$ cat src/rtl/e1sa_pkg.sv
package e1sa_pkg;
    localparam int SA_W      = 5;   // Sa4..Sa8
    localparam int MF_FRAMES = 16;
    localparam int CAP_MF    = 2;
    localparam int ENTRIES   = CAP_MF * MF_FRAMES / 2;
    localparam int IDX_W     = $clog2(ENTRIES);
    localparam logic [2:0] SA_FIRST_POS = 3'd3;
    localparam logic [2:0] SA_LAST_POS  = 3'd7;

    typedef logic [SA_W-1:0] sa_entry_t;
    typedef logic [IDX_W-1:0] sa_idx_t;

    typedef struct packed {
        logic       valid;
        logic       slot0;
        logic [2:0] bitpos;
        logic [3:0] frm;
    } frame_pos_t;

    // True when the position carries one of the Sa bits
    function automatic logic is_sa_pos(frame_pos_t p);
        return p.valid && p.slot0 && p.frm[0] && (p.bitpos >= SA_FIRST_POS);
    endfunction

    // Entry bit that a Sa position maps to (Sa4 -> 4 ... Sa8 -> 0)
    function automatic logic [2:0] sa_col(logic [2:0] bitpos);
        return 3'd7 - bitpos;
    endfunction
endpackage

$ cat src/rtl/e1sa_rx_capture.sv
module e1sa_rx_capture
    import e1sa_pkg::*;
(
    input  logic                     clk,
    input  logic                     rst,
    input  frame_pos_t               pos,
    input  logic                     rx_bit,
    input  logic                     rx_aligned,
    input  sa_idx_t                  rd_idx,
    output sa_entry_t                rd_data,
    output logic                     cap_done
);
    sa_entry_t [ENTRIES-1:0] work_q, work_d, snap_q;
    logic    active_q, mf_q;
    logic    wr_en, mf_start, abort;
    sa_idx_t wr_idx;

    assign abort    = pos.valid && !rx_aligned;
    assign mf_start = pos.valid && rx_aligned && pos.slot0 &&
                      (pos.frm == 4'd0) && (pos.bitpos == 3'd0);
    assign wr_en    = active_q && rx_aligned && is_sa_pos(pos);
    assign wr_idx   = {mf_q, pos.frm[3:1]};
    assign cap_done = wr_en && mf_q && (pos.frm == 4'(MF_FRAMES-1)) &&
                      (pos.bitpos == SA_LAST_POS);

    always_comb begin
        work_d = work_q;
        if (wr_en)
            work_d[wr_idx][sa_col(pos.bitpos)] = rx_bit;
    end

    always_ff @(posedge clk) begin
        if (rst) begin
            work_q   <= '0;
            snap_q   <= '0;
            active_q <= 1'b0;
            mf_q     <= 1'b0;
        end else begin
            work_q <= work_d;
            if (abort) begin
                active_q <= 1'b0;
            end else if (cap_done) begin
                active_q <= 1'b0;
                snap_q   <= work_d;
            end else if (mf_start) begin
                if (!active_q) begin
                    active_q <= 1'b1;
                    mf_q     <= 1'b0;
                end else begin
                    mf_q     <= 1'b1;
                end
            end
        end
    end

    assign rd_data = snap_q[rd_idx];

    AST_SNAP_HOLD: assert property (@(posedge clk) disable iff (rst)
        !cap_done |=> $stable(snap_q));
    AST_DONE_ALIGNED: assert property (@(posedge clk) disable iff (rst)
        cap_done |-> rx_aligned);
endmodule

$ cat src/rtl/e1sa_irq.sv
module e1sa_irq (
    input  logic clk,
    input  logic rst,
    input  logic set_evt,
    input  logic clr_w1c,
    input  logic irq_en,
    output logic sts,
    output logic irq
);
    logic sts_q;

    always_ff @(posedge clk) begin
        if (rst)
            sts_q <= 1'b0;
        else if (set_evt)
            sts_q <= 1'b1;
        else if (clr_w1c)
            sts_q <= 1'b0;
    end

    assign sts = sts_q;
    assign irq = sts_q & irq_en;

    AST_STS_SET: assert property (@(posedge clk) disable iff (rst)
        set_evt |=> sts_q);
    AST_STS_W1C: assert property (@(posedge clk) disable iff (rst)
        (clr_w1c && !set_evt) |=> !sts_q);
endmodule

$ cat src/rtl/e1sa_tx_insert.sv
module e1sa_tx_insert
    import e1sa_pkg::*;
(
    input  logic       clk,
    input  logic       rst,
    input  logic       wr_en,
    input  sa_idx_t    wr_idx,
    input  sa_entry_t  wr_data,
    input  frame_pos_t pos,
    input  sa_entry_t  sel,
    input  logic       sys_bit,
    output logic       tx_bit
);
    sa_entry_t [ENTRIES-1:0] tbl_q;
    logic      mf_q;
    sa_idx_t   rd_idx;
    sa_entry_t cur;
    logic [SA_W-1:0] hit, pick;

    always_ff @(posedge clk) begin
        if (rst) begin
            tbl_q <= '0;
            mf_q  <= 1'b0;
        end else begin
            if (wr_en)
                tbl_q[wr_idx] <= wr_data;
            if (pos.valid && pos.slot0 && (pos.frm == 4'(MF_FRAMES-1)) &&
                (pos.bitpos == SA_LAST_POS))
                mf_q <= ~mf_q;
        end
    end

    assign rd_idx = {mf_q, pos.frm[3:1]};
    assign cur    = tbl_q[rd_idx];

    for (genvar i = 0; i < SA_W; i++) begin : g_col
        assign hit[i]  = is_sa_pos(pos) && (pos.bitpos == SA_FIRST_POS + 3'(i)) && sel[i];
        assign pick[i] = hit[i] & cur[SA_W-1-i];
    end

    assign tx_bit = (|hit) ? (|pick) : sys_bit;

    AST_TX_PASSTHRU: assert property (@(posedge clk) disable iff (rst)
        (sel == '0) |-> (tx_bit == sys_bit));
endmodule

$ cat src/rtl/e1sa_datalink.sv
module e1sa_datalink
    import e1sa_pkg::*;
(
    input  logic       clk,
    input  logic       rst,
    input  logic       rx_valid,
    input  logic       rx_bit,
    input  logic       rx_slot0,
    input  logic [2:0] rx_bitpos,
    input  logic [3:0] rx_frm,
    input  logic       rx_aligned,
    input  logic [3:0] snap_addr,
    output logic [4:0] snap_data,
    input  logic       sts_clr,
    input  logic       irq_en,
    output logic       sts,
    output logic       irq,
    input  logic       txs_wr,
    input  logic [3:0] txs_addr,
    input  logic [4:0] txs_data,
    input  logic       tx_valid,
    input  logic       tx_slot0,
    input  logic [2:0] tx_bitpos,
    input  logic [3:0] tx_frm,
    input  logic [4:0] tx_sa_sel,
    input  logic       sys_bit,
    output logic       tx_bit
);
    frame_pos_t rx_pos, tx_pos;
    logic       cap_done;

    assign rx_pos = '{valid: rx_valid, slot0: rx_slot0, bitpos: rx_bitpos, frm: rx_frm};
    assign tx_pos = '{valid: tx_valid, slot0: tx_slot0, bitpos: tx_bitpos, frm: tx_frm};

    e1sa_rx_capture u_rx (
        .clk(clk), .rst(rst), .pos(rx_pos), .rx_bit(rx_bit),
        .rx_aligned(rx_aligned), .rd_idx(snap_addr), .rd_data(snap_data),
        .cap_done(cap_done)
    );

    e1sa_irq u_irq (
        .clk(clk), .rst(rst), .set_evt(cap_done), .clr_w1c(sts_clr),
        .irq_en(irq_en), .sts(sts), .irq(irq)
    );

    e1sa_tx_insert u_tx (
        .clk(clk), .rst(rst), .wr_en(txs_wr), .wr_idx(txs_addr),
        .wr_data(txs_data), .pos(tx_pos), .sel(tx_sa_sel),
        .sys_bit(sys_bit), .tx_bit(tx_bit)
    );

    AST_IRQ_GATED: assert property (@(posedge clk) disable iff (rst)
        !irq_en |-> !irq);
endmodule

$ cat config.mk
export PLATFORM = sky130hd
export DESIGN_NAME = e1sa_datalink
export DESIGN_NICKNAME = d
export VERILOG_FILES = /design/src/rtl/e1sa_pkg.sv /design/src/rtl/e1sa_rx_capture.sv /design/src/rtl/e1sa_irq.sv /design/src/rtl/e1sa_tx_insert.sv /design/src/rtl/e1sa_datalink.sv
export SDC_FILE = /design/constraint.sdc
export NUM_CORES = 1
export LEC_CHECK = 0
export BUFFER_PORTS_ARGS = -buffer_cell sky130_fd_sc_hd__buf_2
export CORE_MARGIN = 3
export CORE_UTILIZATION = 45
export CTS_BUF_LIST = sky130_fd_sc_hd__clkbuf_4 sky130_fd_sc_hd__clkbuf_8 sky130_fd_sc_hd__clkbuf_16
export DETAILED_ROUTE_END_ITERATION = 16
export PLACE_DENSITY = 0.65
export REMOVE_ABC_BUFFERS = 1
export SYNTH_ARGS = -nofsm -noshare
export SYNTH_HDL_FRONTEND = slang
export SYNTH_SLANG_ARGS = --single-unit
export TNS_END_PERCENT = 50
$ cat constraint.sdc
create_clock -name clk -period 2.4 [get_ports clk]
set_input_delay 0.24 -clock clk [delete_from_list [all_inputs] [get_ports clk]]
set_output_delay 0.24 -clock clk [all_outputs]
set_load 0.01 [all_outputs]
==> out/qor.log <==
[worst_hold_path] kind of path behind the tightest hold check in -> reg
[worst_setup_path] Worst Path Buf+Inv 1
[worst_setup_path] most used cell, CP mux4_2
[synth] register area share after synthesis 45.8%
[pwr] largest vdd supply drop 0.591 mV
[worst_setup_path] r2r startpoint u_rx.active_q
[place] routability congestion estimate 0.939
[global_routing] total global-route track usage 19.0%
[timing] Final Hold Viols 0
[worst_setup_path] critical-path maximum fanout 2
[routing] first-pass iteration count of the detailed router 5
[worst_setup_path] origin of the worst setup path u_tx.tbl_q[74]
[pwr] design internal power 0.00671 W
[timing] peak clock frequency supported by timing 424 MHz
[worst_hold_path] Hold Path Cell Cnt 3
[worst_setup_path] cell class contributing the biggest share of worst-path delay multiplexers
[place] total of buffers placed on input and output ports 51
[worst_setup_path] kind of start point of the critical path flip-flop
[floorplanning] die footprint 25500 um2
[clocking] clock latency at the later pin of the worst-skew pair 550 ps
[global_routing] initial antenna violation count 0
[timing] final critical-path setup slack 39.7 ps
[synth] unique cell type count in the Yosys netlist 44
[synth] top area cells in the synthesized netlist dfxtp_1, mux2i_1, nor2_1
[pwr] combinational share of power 4.9%
[job] max-cap viol count 0
[worst_hold_path] Worst Hold Path EP u_rx.snap_q[78]
[timing] normalized max-slew margin 48.4%
[clocking] buffer cell driving the clock tree root clkbuf_16
[finish] layout cell share with drive strength beyond 1 15.1%
[synth] synthesis-stage register bit count 243
[global_routing] global-route wire length before repair 40.5 mm
[synth] share of flip-flops with an asynchronous set or reset after synthesis 0%
[timing] number of setup violations in the final report 0
[timing] max-slew violation total from the final report 0
[pwr] sequential cell fraction of total power 47.1%
[routing] antenna viol nets, final 0
[timing] clk_skew 24.1 ps
[worst_setup_path] crit path kind reg -> out
[place] setup slack at placement 233 ps
[routing] vias per std cell 5.42
[worst_setup_path] slowest stage delay, CP 480 ps
[worst_setup_path] type of destination of the critical path primary output
[routing] number of design-rule violations left by the first detailed-router iteration 501
[worst_setup_path] worst reg2reg setup slack 180 ps
[worst_setup_path] critical path cell sequence mux4_2 > mux4_2 > nand2_1 > a31oi_1 > buf_2
[finish] number of antenna repair diodes 0
[timing] Worst Tran Pin Value 774 ps
[clocking] number of buffers between clock root and the deepest sink 3
[finish] area added between synthesis and finish 14.5%
[timing] share of the clock period used by the worst path 98.3%
[clocking] Num CTS Buffers 27
[worst_hold_path] startpoint of the worst hold path rx_bitpos[2]
[worst_setup_path] Crit path arrival time 2120 ps
[global_routing] number of global-route vias before repair 7840
[synth] dominant synthesized flop cell dfxtp_1
[pwr] share of power burned in the clock network 48.0%
[pwr] switching fraction of total power 22.3%
[clocking] number of clock sinks seen by CTS 243
[finish] Nets 1205
[floorplanning] die outline height 160 um
[routing] overall routed net length 24.6 mm
[floorplanning] Initial Util 46.4%
[synth] largest area contributor in the netlist dfxtp_1
[synth] leading cell types by count after synthesis nor2_1, dfxtp_1, mux2i_1, nand2_1, a211oi_1
[pwr] Leakage Power 4.76 nW
[synth] combined area of all synthesized cells 10600 um2
[worst_setup_path] R2R cell count 7
[global_routing] maximum number of pins on one net before global-route repair 97
[floorplanning] top-level port count 52
[clocking] clock-pin slew of the registers on the worst-case setup and hold paths 60 ps
[outcome] run status completed
[pwr] reported net switching power 0.00192 W
[synth] gate count of the mapped netlist 1144
[timing] RSZ-0062 raised after global routing yes
[routing] wire per inst 16.5 um
[floorplanning] core area 22900 um2
[synth] number of flops mapped to enable cells by yosys 0
[place] HPWL reported at the end of detailed placement 15.5 mm
[floorplanning] Placement Rows 55
[synth] synthesized area divided by synthesized cell count 9.29 um2
[timing] min Tclk post-route 2360 ps
[synth] area share of the largest cell type after synthesis 45.8%
[pwr] total power divided by cell area 709 nW/um2
[synth] most used standard cell by instance count after synthesis nor2_1
[clocking] count of H-tree levels built during CTS 1
[clocking] TritonCTS clock tree yes
[routing] vias 8103
[worst_setup_path] critical-path cell with the highest stage delay mux4_2
[routing] DRC Markers 0
[worst_setup_path] terminus of the critical flop-to-flop path u_rx.active_q
[floorplanning] die width 160 um
[synth] Ys Warns 0
[global_routing] overflow left after global routing 0
[worst_setup_path] worst endpoint required time 2160 ps
[finish] post-layout utilization of the core 53.1%
[finish] number of inserted filler cells in the final layout 2096
==> sequential cells by signal, summed over array words and instances, names as in the netlist <==
| name | count |
|---|---|
| u_rx.active_q | 1 |
| u_irq.sts | 1 |
| u_rx.snap_q | 80 |
| u_tx.mf_q | 1 |
| u_tx.tbl_q | 80 |
| u_rx.work_q | 79 |
| u_rx.mf_q | 1 |
==> cell type report <==
type / instances / area (um2) / share of cell area, %
multi-input combinational: 810 / 5420 / 44.5
clock buffer: 44 / 841 / 6.91
tap: 313 / 392 / 3.22
sequential: 243 / 4870 / 40.0
clock inverter: 6 / 76.3 / 0.627
timing repair buffer: 77 / 564 / 4.64
inverter: 2 / 7.51 / 0.0617
==> stage by stage <==
stage / TNS (ps) / total power [W] / hold slack, ps / cell area (um2) / cells
floorplan: -36190 / 0.00429 / 309 / 10200 / 1055
global placement: 0 / 0.00456 / 436 / 11200 / 1442
detailed placement: 0 / 0.00456 / 446 / 11200 / 1442
CTS: 0 / 0.00874 / 36.1 / 12100 / 1495
global route: -31.5 / 0.00894 / 51.3 / 12200 / 1495
finish: 0 / 0.00863 / 53.0 / 12200 / 1495
==> how the worst max path moves through the flow <==
stage                            endpoint  slack, ps  cells past startpoint
after floorplan           u_rx.snap_q[38]       -480                      6
after detailed placement           tx_bit        230                      8
final                              tx_bit         40                      5
after global routing               tx_bit        -30                      7
after global placement       snap_data[3]        270                      4
after CTS                          tx_bit          9                      7
==> logic make-up after synthesis <==
| kind of cell | share of synthesized area [%] |
|---|---|
| and+or+nand+nor | 18.8 |
| DFF | 45.8 |
| muxes | 24.1 |
| AOI/OAI and AO/OA | 7.57 |
| buffers and inverters | 3.68 |
| xor gates and xnor gates | 0.0824 |
==> worst reg2reg max path, cell delays in order (launching register included) <==
cell and delay (ps):
dfxtp_1 340, and2_1 200, nand4_4 160, or2_1 300
nor2_4 160, buf_12 240, a2111oi_0 120, dlygate4sd3_1 590
==> power groups by stage <==
stage                     clock network, W  registers (W)  logic (W)
after floorplan                          0        0.00415   0.000143
after global placement                   0        0.00415   0.000411
after detailed placement                 0        0.00415   0.000414
after CTS                          0.00426        0.00406   0.000418
after global routing               0.00442        0.00406   0.000459
final                              0.00415        0.00406   0.000424
==> repair_timing <==
action / in CTS / in global routing
setup endpoints to repair: 0 / 2
setup buffers: 0 / 0
hold buffers: 3 / 0
gates resized for setup: 0 / 13
hold endpoints to repair: 2 / 0
==> per-layer routing <==
| metal | GRT usage, % | vias to the layer above | wire (um) |
|---|---|---|---|
| li1 | - | 3991 | - |
| met1 | 25.0 | 3874 | 11000 |
| met2 | 32.2 | 189 | 11600 |
| met3 | 3.06 | 49 | 1290 |
| met4 | 5.65 | 0 | 692 |
| met5 | 0 | - | 0 |
==> cell usage in the layout, fill, tap and decap left out, drive strengths merged, types with 5 or more instances in the layout <==
cell type / n
a211oi: 58
a21oi: 38
buf: 74
clkbuf: 44
dfxtp: 243
mux2i: 181
mux4: 32
nand2: 144
nand2b: 13
nand3: 23
nor2: 246
nor3: 15
o21ai: 5
or3: 6
(Power assumes the default switching activity.)
